**config.mk**
```make
export PLATFORM = sky130hd
export DESIGN_NAME = mperf_counters
export DESIGN_NICKNAME = d
export VERILOG_FILES = /design/src/rtl/mperf_pkg.sv /design/src/rtl/mperf_csr_decode.sv /design/src/rtl/mperf_counter.sv /design/src/rtl/mperf_counters.sv
export SDC_FILE = /design/constraint.sdc
export NUM_CORES = 1
export LEC_CHECK = 0
export ABC_AREA = 0
export BUFFER_PORTS_ARGS = -buffer_cell sky130_fd_sc_hd__clkbuf_2
export CAP_MARGIN = 20
export CORE_MARGIN = 2
export CORE_UTILIZATION = 44
export CTS_CLUSTER_SIZE = 12
export DETAILED_ROUTE_END_ITERATION = 12
export PLACE_DENSITY_LB_ADDON = 0.2
export SLEW_MARGIN = 20
export SYNTH_ARGS = -nofsm -noshare
export SYNTH_HDL_FRONTEND = slang
export SYNTH_SLANG_ARGS = --single-unit
```
**constraint.sdc**
```tcl
create_clock -name clk -period 3.6 [get_ports clk]
set_input_delay 0 -clock clk [delete_from_list [all_inputs] [get_ports clk]]
set_output_delay 0 -clock clk [all_outputs]
set_load 0.02 [all_outputs]
```
**src/rtl/mperf_pkg.sv**
```systemverilog
package mperf_pkg;
    localparam int CNT_W   = 64;
    localparam int HALF_W  = 32;
    localparam int ADDR_W  = 12;
    localparam int NUM_CNT = 2;

    // Counter k sits at base + 2*k; cycle is counter 0, instret counter 1.
    localparam logic [ADDR_W-1:0] LO_BASE = 12'hB00;
    localparam logic [ADDR_W-1:0] HI_BASE = 12'hB80;

    typedef struct packed {
        logic [HALF_W-1:0] hi;
        logic [HALF_W-1:0] lo;
    } cnt_state_t;
endpackage

```
**src/rtl/mperf_csr_decode.sv**
```systemverilog
module mperf_csr_decode
    import mperf_pkg::*;
#(
    parameter int XLEN    = 32,
    parameter int N_CNT   = NUM_CNT
) (
    input  logic              clk,
    input  logic              rst_n,
    input  logic [ADDR_W-1:0] addr,
    input  logic              en,
    input  logic              we,
    output logic [N_CNT-1:0]  lo_hit,
    output logic [N_CNT-1:0]  hi_hit,
    output logic [N_CNT-1:0]  lo_wr,
    output logic [N_CNT-1:0]  hi_wr,
    output logic              illegal
);
    localparam bit HI_OK = (XLEN == 32);

    for (genvar k = 0; k < N_CNT; k++) begin : g_sel
        assign lo_hit[k] = en && (addr == ADDR_W'(LO_BASE + 2 * k));
        if (HI_OK) begin : g_hi
            assign hi_hit[k] = en && (addr == ADDR_W'(HI_BASE + 2 * k));
        end else begin : g_nohi
            assign hi_hit[k] = 1'b0;
        end
    end

    assign lo_wr   = lo_hit & {N_CNT{we}};
    assign hi_wr   = hi_hit & {N_CNT{we}};
    assign illegal = en && !(|lo_hit) && !(|hi_hit);

    assert_one_target_R10: assert property (@(posedge clk) disable iff (!rst_n)
        $onehot0({lo_hit, hi_hit}));
    assert_illegal_no_write_R9: assert property (@(posedge clk) disable iff (!rst_n)
        illegal |-> !(|{lo_wr, hi_wr}));
    assert_wide_high_illegal_R7: assert property (@(posedge clk) disable iff (!rst_n)
        (!HI_OK && en && addr == HI_BASE) |-> illegal);
endmodule

```
**src/rtl/mperf_counter.sv**
```systemverilog
module mperf_counter
    import mperf_pkg::*;
#(
    parameter int DATA_W = 32,
    parameter int INC_W  = 32
) (
    input  logic              clk,
    input  logic              rst_n,
    input  logic [INC_W-1:0]  inc,
    input  logic              wr_lo,
    input  logic              wr_hi,
    input  logic [DATA_W-1:0] wdata,
    output logic [CNT_W-1:0]  count
);
    cnt_state_t st_d, st_q;
    cnt_state_t lo_load, hi_load;

    if (DATA_W == CNT_W) begin : g_full
        assign lo_load = cnt_state_t'(wdata);
    end else begin : g_half
        assign lo_load = '{hi: st_q.hi, lo: wdata[HALF_W-1:0]};
    end
    assign hi_load = '{hi: wdata[HALF_W-1:0], lo: st_q.lo};

    always_comb begin
        st_d = st_q;
        if (wr_lo)      st_d = lo_load;
        else if (wr_hi) st_d = hi_load;
        else            st_d = cnt_state_t'(st_q + CNT_W'(inc));
    end

    always_ff @(posedge clk or negedge rst_n) begin
        if (!rst_n) st_q <= '0;
        else        st_q <= st_d;
    end

    assign count = st_q;

    assert_exact_add_R3: assert property (@(posedge clk) disable iff (!rst_n)
        (!wr_lo && !wr_hi) |=> count == $past(count) + CNT_W'($past(inc)));
    assert_low_write_R4: assert property (@(posedge clk) disable iff (!rst_n)
        wr_lo |=> count[HALF_W-1:0] == $past(wdata[HALF_W-1:0]));
    assert_high_write_R5: assert property (@(posedge clk) disable iff (!rst_n)
        wr_hi |=> (count[CNT_W-1:HALF_W] == $past(wdata[HALF_W-1:0]))
               && (count[HALF_W-1:0] == $past(count[HALF_W-1:0])));
    if (DATA_W == CNT_W) begin : g_chk_full
        assert_full_load_R7: assert property (@(posedge clk) disable iff (!rst_n)
            wr_lo |=> count == $past(CNT_W'(wdata)));
    end else begin : g_chk_half
        assert_low_keeps_high_R4: assert property (@(posedge clk) disable iff (!rst_n)
            wr_lo |=> count[CNT_W-1:HALF_W] == $past(count[CNT_W-1:HALF_W]));
    end
endmodule

```
**src/rtl/mperf_counters.sv**
```systemverilog
module mperf_counters
    import mperf_pkg::*;
#(
    parameter int XLEN  = 32,
    parameter int INC_W = 32
) (
    input  logic              clk,
    input  logic              rst_n,
    input  logic [INC_W-1:0]  cyc_inc,
    input  logic [INC_W-1:0]  ret_inc,
    input  logic              csr_en,
    input  logic              csr_we,
    input  logic [ADDR_W-1:0] csr_addr,
    input  logic [XLEN-1:0]   csr_wdata,
    output logic [XLEN-1:0]   csr_rdata,
    output logic              csr_illegal
);
    logic [NUM_CNT-1:0] lo_hit, hi_hit, lo_wr, hi_wr;
    logic [INC_W-1:0]   inc_vec [NUM_CNT];
    logic [CNT_W-1:0]   cnt_val [NUM_CNT];

    assign inc_vec[0] = cyc_inc;
    assign inc_vec[1] = ret_inc;

    mperf_csr_decode #(.XLEN(XLEN), .N_CNT(NUM_CNT)) u_dec (
        .clk     (clk),
        .rst_n   (rst_n),
        .addr    (csr_addr),
        .en      (csr_en),
        .we      (csr_we),
        .lo_hit  (lo_hit),
        .hi_hit  (hi_hit),
        .lo_wr   (lo_wr),
        .hi_wr   (hi_wr),
        .illegal (csr_illegal)
    );

    for (genvar k = 0; k < NUM_CNT; k++) begin : g_cnt
        mperf_counter #(.DATA_W(XLEN), .INC_W(INC_W)) u_cnt (
            .clk   (clk),
            .rst_n (rst_n),
            .inc   (inc_vec[k]),
            .wr_lo (lo_wr[k]),
            .wr_hi (hi_wr[k]),
            .wdata (csr_wdata),
            .count (cnt_val[k])
        );
    end

    always_comb begin
        csr_rdata = '0;
        for (int k = 0; k < NUM_CNT; k++) begin
            if (lo_hit[k]) csr_rdata = csr_rdata | cnt_val[k][XLEN-1:0];
            if (hi_hit[k]) csr_rdata = csr_rdata | XLEN'(cnt_val[k][CNT_W-1:HALF_W]);
        end
    end

    assert_instret_free_R8: assert property (@(posedge clk) disable iff (!rst_n)
        ((lo_wr[0] || hi_wr[0]) && !(lo_wr[1] || hi_wr[1]))
        |=> cnt_val[1] == $past(cnt_val[1]) + CNT_W'($past(ret_inc)));
    assert_cycle_free_R8: assert property (@(posedge clk) disable iff (!rst_n)
        ((lo_wr[1] || hi_wr[1]) && !(lo_wr[0] || hi_wr[0]))
        |=> cnt_val[0] == $past(cnt_val[0]) + CNT_W'($past(cyc_inc)));
    assert_illegal_reads_zero_R9: assert property (@(posedge clk) disable iff (!rst_n)
        csr_illegal |-> csr_rdata == '0);
endmodule

```
==> impl_metrics.tcl <==
set metrics [dict create \
    worst-path-buf-inv 3 \
    muxShareOfSynthArea 0.0711 \
    synthSimpleGateAreaFrac 0.180 \
    synth_top_area_share 0.295 \
    max-cap-violations 0 \
    synth-seq-area-share 0.295 \
    syn_area_sq_um 10900 \
    cp.arrival_ps 3760 \
    synth-main-ff-cell "dfrtp_1" \
    r2r_end "g_cnt[1].u_cnt.count[36]" \
    power_switching_w 0.00418 \
    rows 57 \
    timing.rr.start "g_cnt[1].u_cnt.count[0]" \
    grt_pass1_vias 10500 \
    final.setup.tns_ps 0 \
    worstSkewPairLatency_ps 440 \
    cts-htree-levels 4 \
    hold_viol 0 \
    place_congestion 0.952 \
    crit_path_frequent_cell "buf_4" \
    cts_sinks 128 \
    synth_nets 1447 \
    syn_avg_cell_area_sq_um 8.57 \
    place.port_buffers 144 \
    die_y_microns 161 \
    grt_util_met3 0.0552 \
    cts_root_buffer "clkbuf_16" \
    post_cts_buffers 0 \
    p_comb_frac 0.539 \
    overflow 0 \
    p_sw_frac 0.444 \
    min_from "ret_inc[7]" \
    drive_gt1_frac 0.196 \
    clk_pin_slew_ps 60 \
    criticalPathCategory "flip-flop to flip-flop" \
    synth_xor_xnor_area_share 0.0451 \
    diodes 0 \
    p_leak_nw 5.54 \
    start_kind "flip-flop" \
    route.detailed.wl_per_inst_microns 21.8 \
    r2r_slack_ps 160 \
    min_to "g_cnt[1].u_cnt.count[7]" \
    synth-seq-cells 128 \
    boundaryPins 145 \
    netlist_instances 1269 \
    cts_buffer_depth 2 \
    p_clk_frac 0.184 \
    ys_warn_count 0 \
    tritoncts "done" \
    critPathCaptureType "flip-flop" \
    peakVddDrop_uv 314 \
    yosysTopAreaCell "dfrtp_1" \
    postRouteAntennaNets 0 \
    cpPeakStageDelay_ps 440 \
    synth_top_family_by_area "compound AO/OA/AOI/OAI gates" \
    initial_utilization 0.447 \
    p_per_area_nw_per_um2 723 \
    min_path_type "primary input to flip-flop" \
    synth_compound_area_frac 0.295 \
    die_x_microns 161 \
    critPathTopFamily "compound AO/OA/AOI/OAI gates" \
    dp_hpwl_microns 29500 \
    period_minus_slack_ps 3440 \
    max_freq_mhz 290 \
    crit_required_ps 3920 \
    status "finished clean" \
    first_pass_iters 7 \
    ys_types 79 \
    rsz0062_at_grt "no" \
    yosys.area_share.adder 0.0773 \
    wirelength_microns 38600 \
    cts_buffers 17 \
    grt_antenna_before_repair 0 \
    worst_pin_slew_ps 1000 \
    slew_violations 0 \
    grt.busiest_layer "met2" \
    drtIter0Drc 1145 \
    async_reset_ff_frac 1.00 \
    setup_viol 0 \
    drc 0 \
    dieArea_sq_um 26000 \
    power_frac_seq 0.277 \
    placed_area_sq_um 12000 \
    synth-edff-count 0 \
    synth_area_leaders "dfrtp_1 29%, ha_1 7.4%, mux4_2 6.6%, a21oi_1 5.8%, o21ai_0 5.1%" \
    slew_headroom 0.332 \
    internal_power_w 0.00523 \
    grtUsageMet1 0.431 \
    largest_reg_flops 128 \
    area_growth_pct 19.6 \
    skew_ps 11.4 \
    worstHoldPathCells 4 \
    route.vias.total 11100 \
    final_nets 1612 \
    cpMaxStageDelayCell "fa_1" \
    grt_max_degree 73 \
    grt_usage 0.298 \
    use_met2 0.457 \
    fin_crit_sh 0.957 \
    worst-path-max-fanout 4 \
    path_cells "ha_1, fa_1, a211o_1, a21oi_2, o31ai_2, nor3b_1, buf_4, o211ai_1, a31oi_1, buf_4, o21ai_0, buf_4, o21ai_0, a21oi_1, nor2_1" \
    avgViaCountPerCell 6.26 \
    final_area_sq_um 13000 \
    grt_first_pass_wirelength_microns 60100 \
    reg2regPathDepth 15 \
    core_area_sq_um 24300 \
]
## synthesized netlist by cell type (32+ instances only)
| library cell | count |
|---|---|
| clkbuf_1 | 56 |
| nor2b_1 | 41 |
| a22oi_1 | 62 |
| nand2_1 | 102 |
| a21oi_1 | 125 |
| o21ai_0 | 110 |
| nor2_1 | 94 |
| nand3_1 | 38 |
| ha_1 | 64 |
| mux4_2 | 32 |
| xnor2_1 | 33 |
| dfrtp_1 | 128 |
## worst max-delay path by stage
stage	end	slack, ps	cells after the start	startpoint
detailed placement	g_cnt[0].u_cnt.count[58]	120	10	g_cnt[0].u_cnt.count[22]
global route	g_cnt[1].u_cnt.count[34]	9	14	g_cnt[1].u_cnt.count[0]
global placement	g_cnt[0].u_cnt.count[58]	180	10	g_cnt[0].u_cnt.count[22]
finish	g_cnt[1].u_cnt.count[36]	160	15	g_cnt[1].u_cnt.count[0]
CTS	g_cnt[0].u_cnt.count[58]	90	12	g_cnt[0].u_cnt.count[0]
floorplan	g_cnt[0].u_cnt.count[28]	660	12	g_cnt[0].u_cnt.count[0]
## cell usage in the layout (no fill, tap or decap), types with 26 or more instances in the layout
cell / instances
nand3_1: 38
a21oi_1: 124
a21o_1: 26
dlygate4sd3_1: 39
ha_1: 64
inv_1: 30
buf_4: 33
dfrtp_1: 128
a22oi_1: 62
nand2_1: 102
clkbuf_2: 143
mux4_2: 32
nor2b_1: 41
nor2_1: 91
xnor2_1: 33
o21ai_0: 110
## worst min-delay path, stage by stage
cell,delay [ps]
clkbuf_2,80
ha_1,190
xor2_1,80
o21ai_0,130
## layer usage
layer  part of all wire  vias to the layer above  routed length [microns]
met5                  0                        -                        0
met4              0.021                        0                      823
met3              0.078                       70                     3020
met2               0.45                      460                    17400
met1               0.45                     5373                    17300
li1                   -                     5189                        -
## what timing repair did
| action | CTS | global route |
|---|---|---|
| hold endpoints to repair | 185 | 0 |
| gates resized for setup | 0 | 12 |
| endpoints found under the setup margin | 0 | 20 |
| hold buffers | 39 | 0 |
## per-stage QoR
step / total power [W] / cells / setup slack (ps) / utilization / hold slack, ps
finish: 0.00941 / 1771 / 156 / 0.535 / 76.5
CTS: 0.00929 / 1771 / 91.2 / 0.533 / 74.5
floorplan: 0.00598 / 1269 / 659 / - / -296
global route: 0.0101 / 1771 / 9.37 / 0.535 / 101
global placement: 0.00745 / 1700 / 178 / 0.493 / 207
detailed placement: 0.00748 / 1700 / 120 / 0.493 / 209
## power groups by stage
stage	clock [W]	sequential (W)	combinational (W)
floorplan	0	0.00224	0.00374
global placement	0	0.00257	0.00487
detailed placement	0	0.00259	0.00489
CTS	0.00174	0.00256	0.00499
global route	0.00180	0.00264	0.00565
finish	0.00173	0.00261	0.00507
## cell families (layout without fill, tap and decap cells)
kind of cell               after synthesis  in the layout
and+or+nand+nor                        396            396
xor gates and xnor gates                56             56
adders and majority gates               66             66
DFF                                    128            128
buffers and inverters                  100            278
AOI/OAI and AO/OA                      486            486
muxes                                   37             37
## cell type report
type,count,area (sq um)
fillers,2314,11300
multi-input cells,1041,7330
flip-flops and latches,128,3200
repair buffers,216,1370
clock buffers,19,443
well taps,324,405
clock inverters,13,139
inverters,30,113
Power figures use the tool's default switching activity.
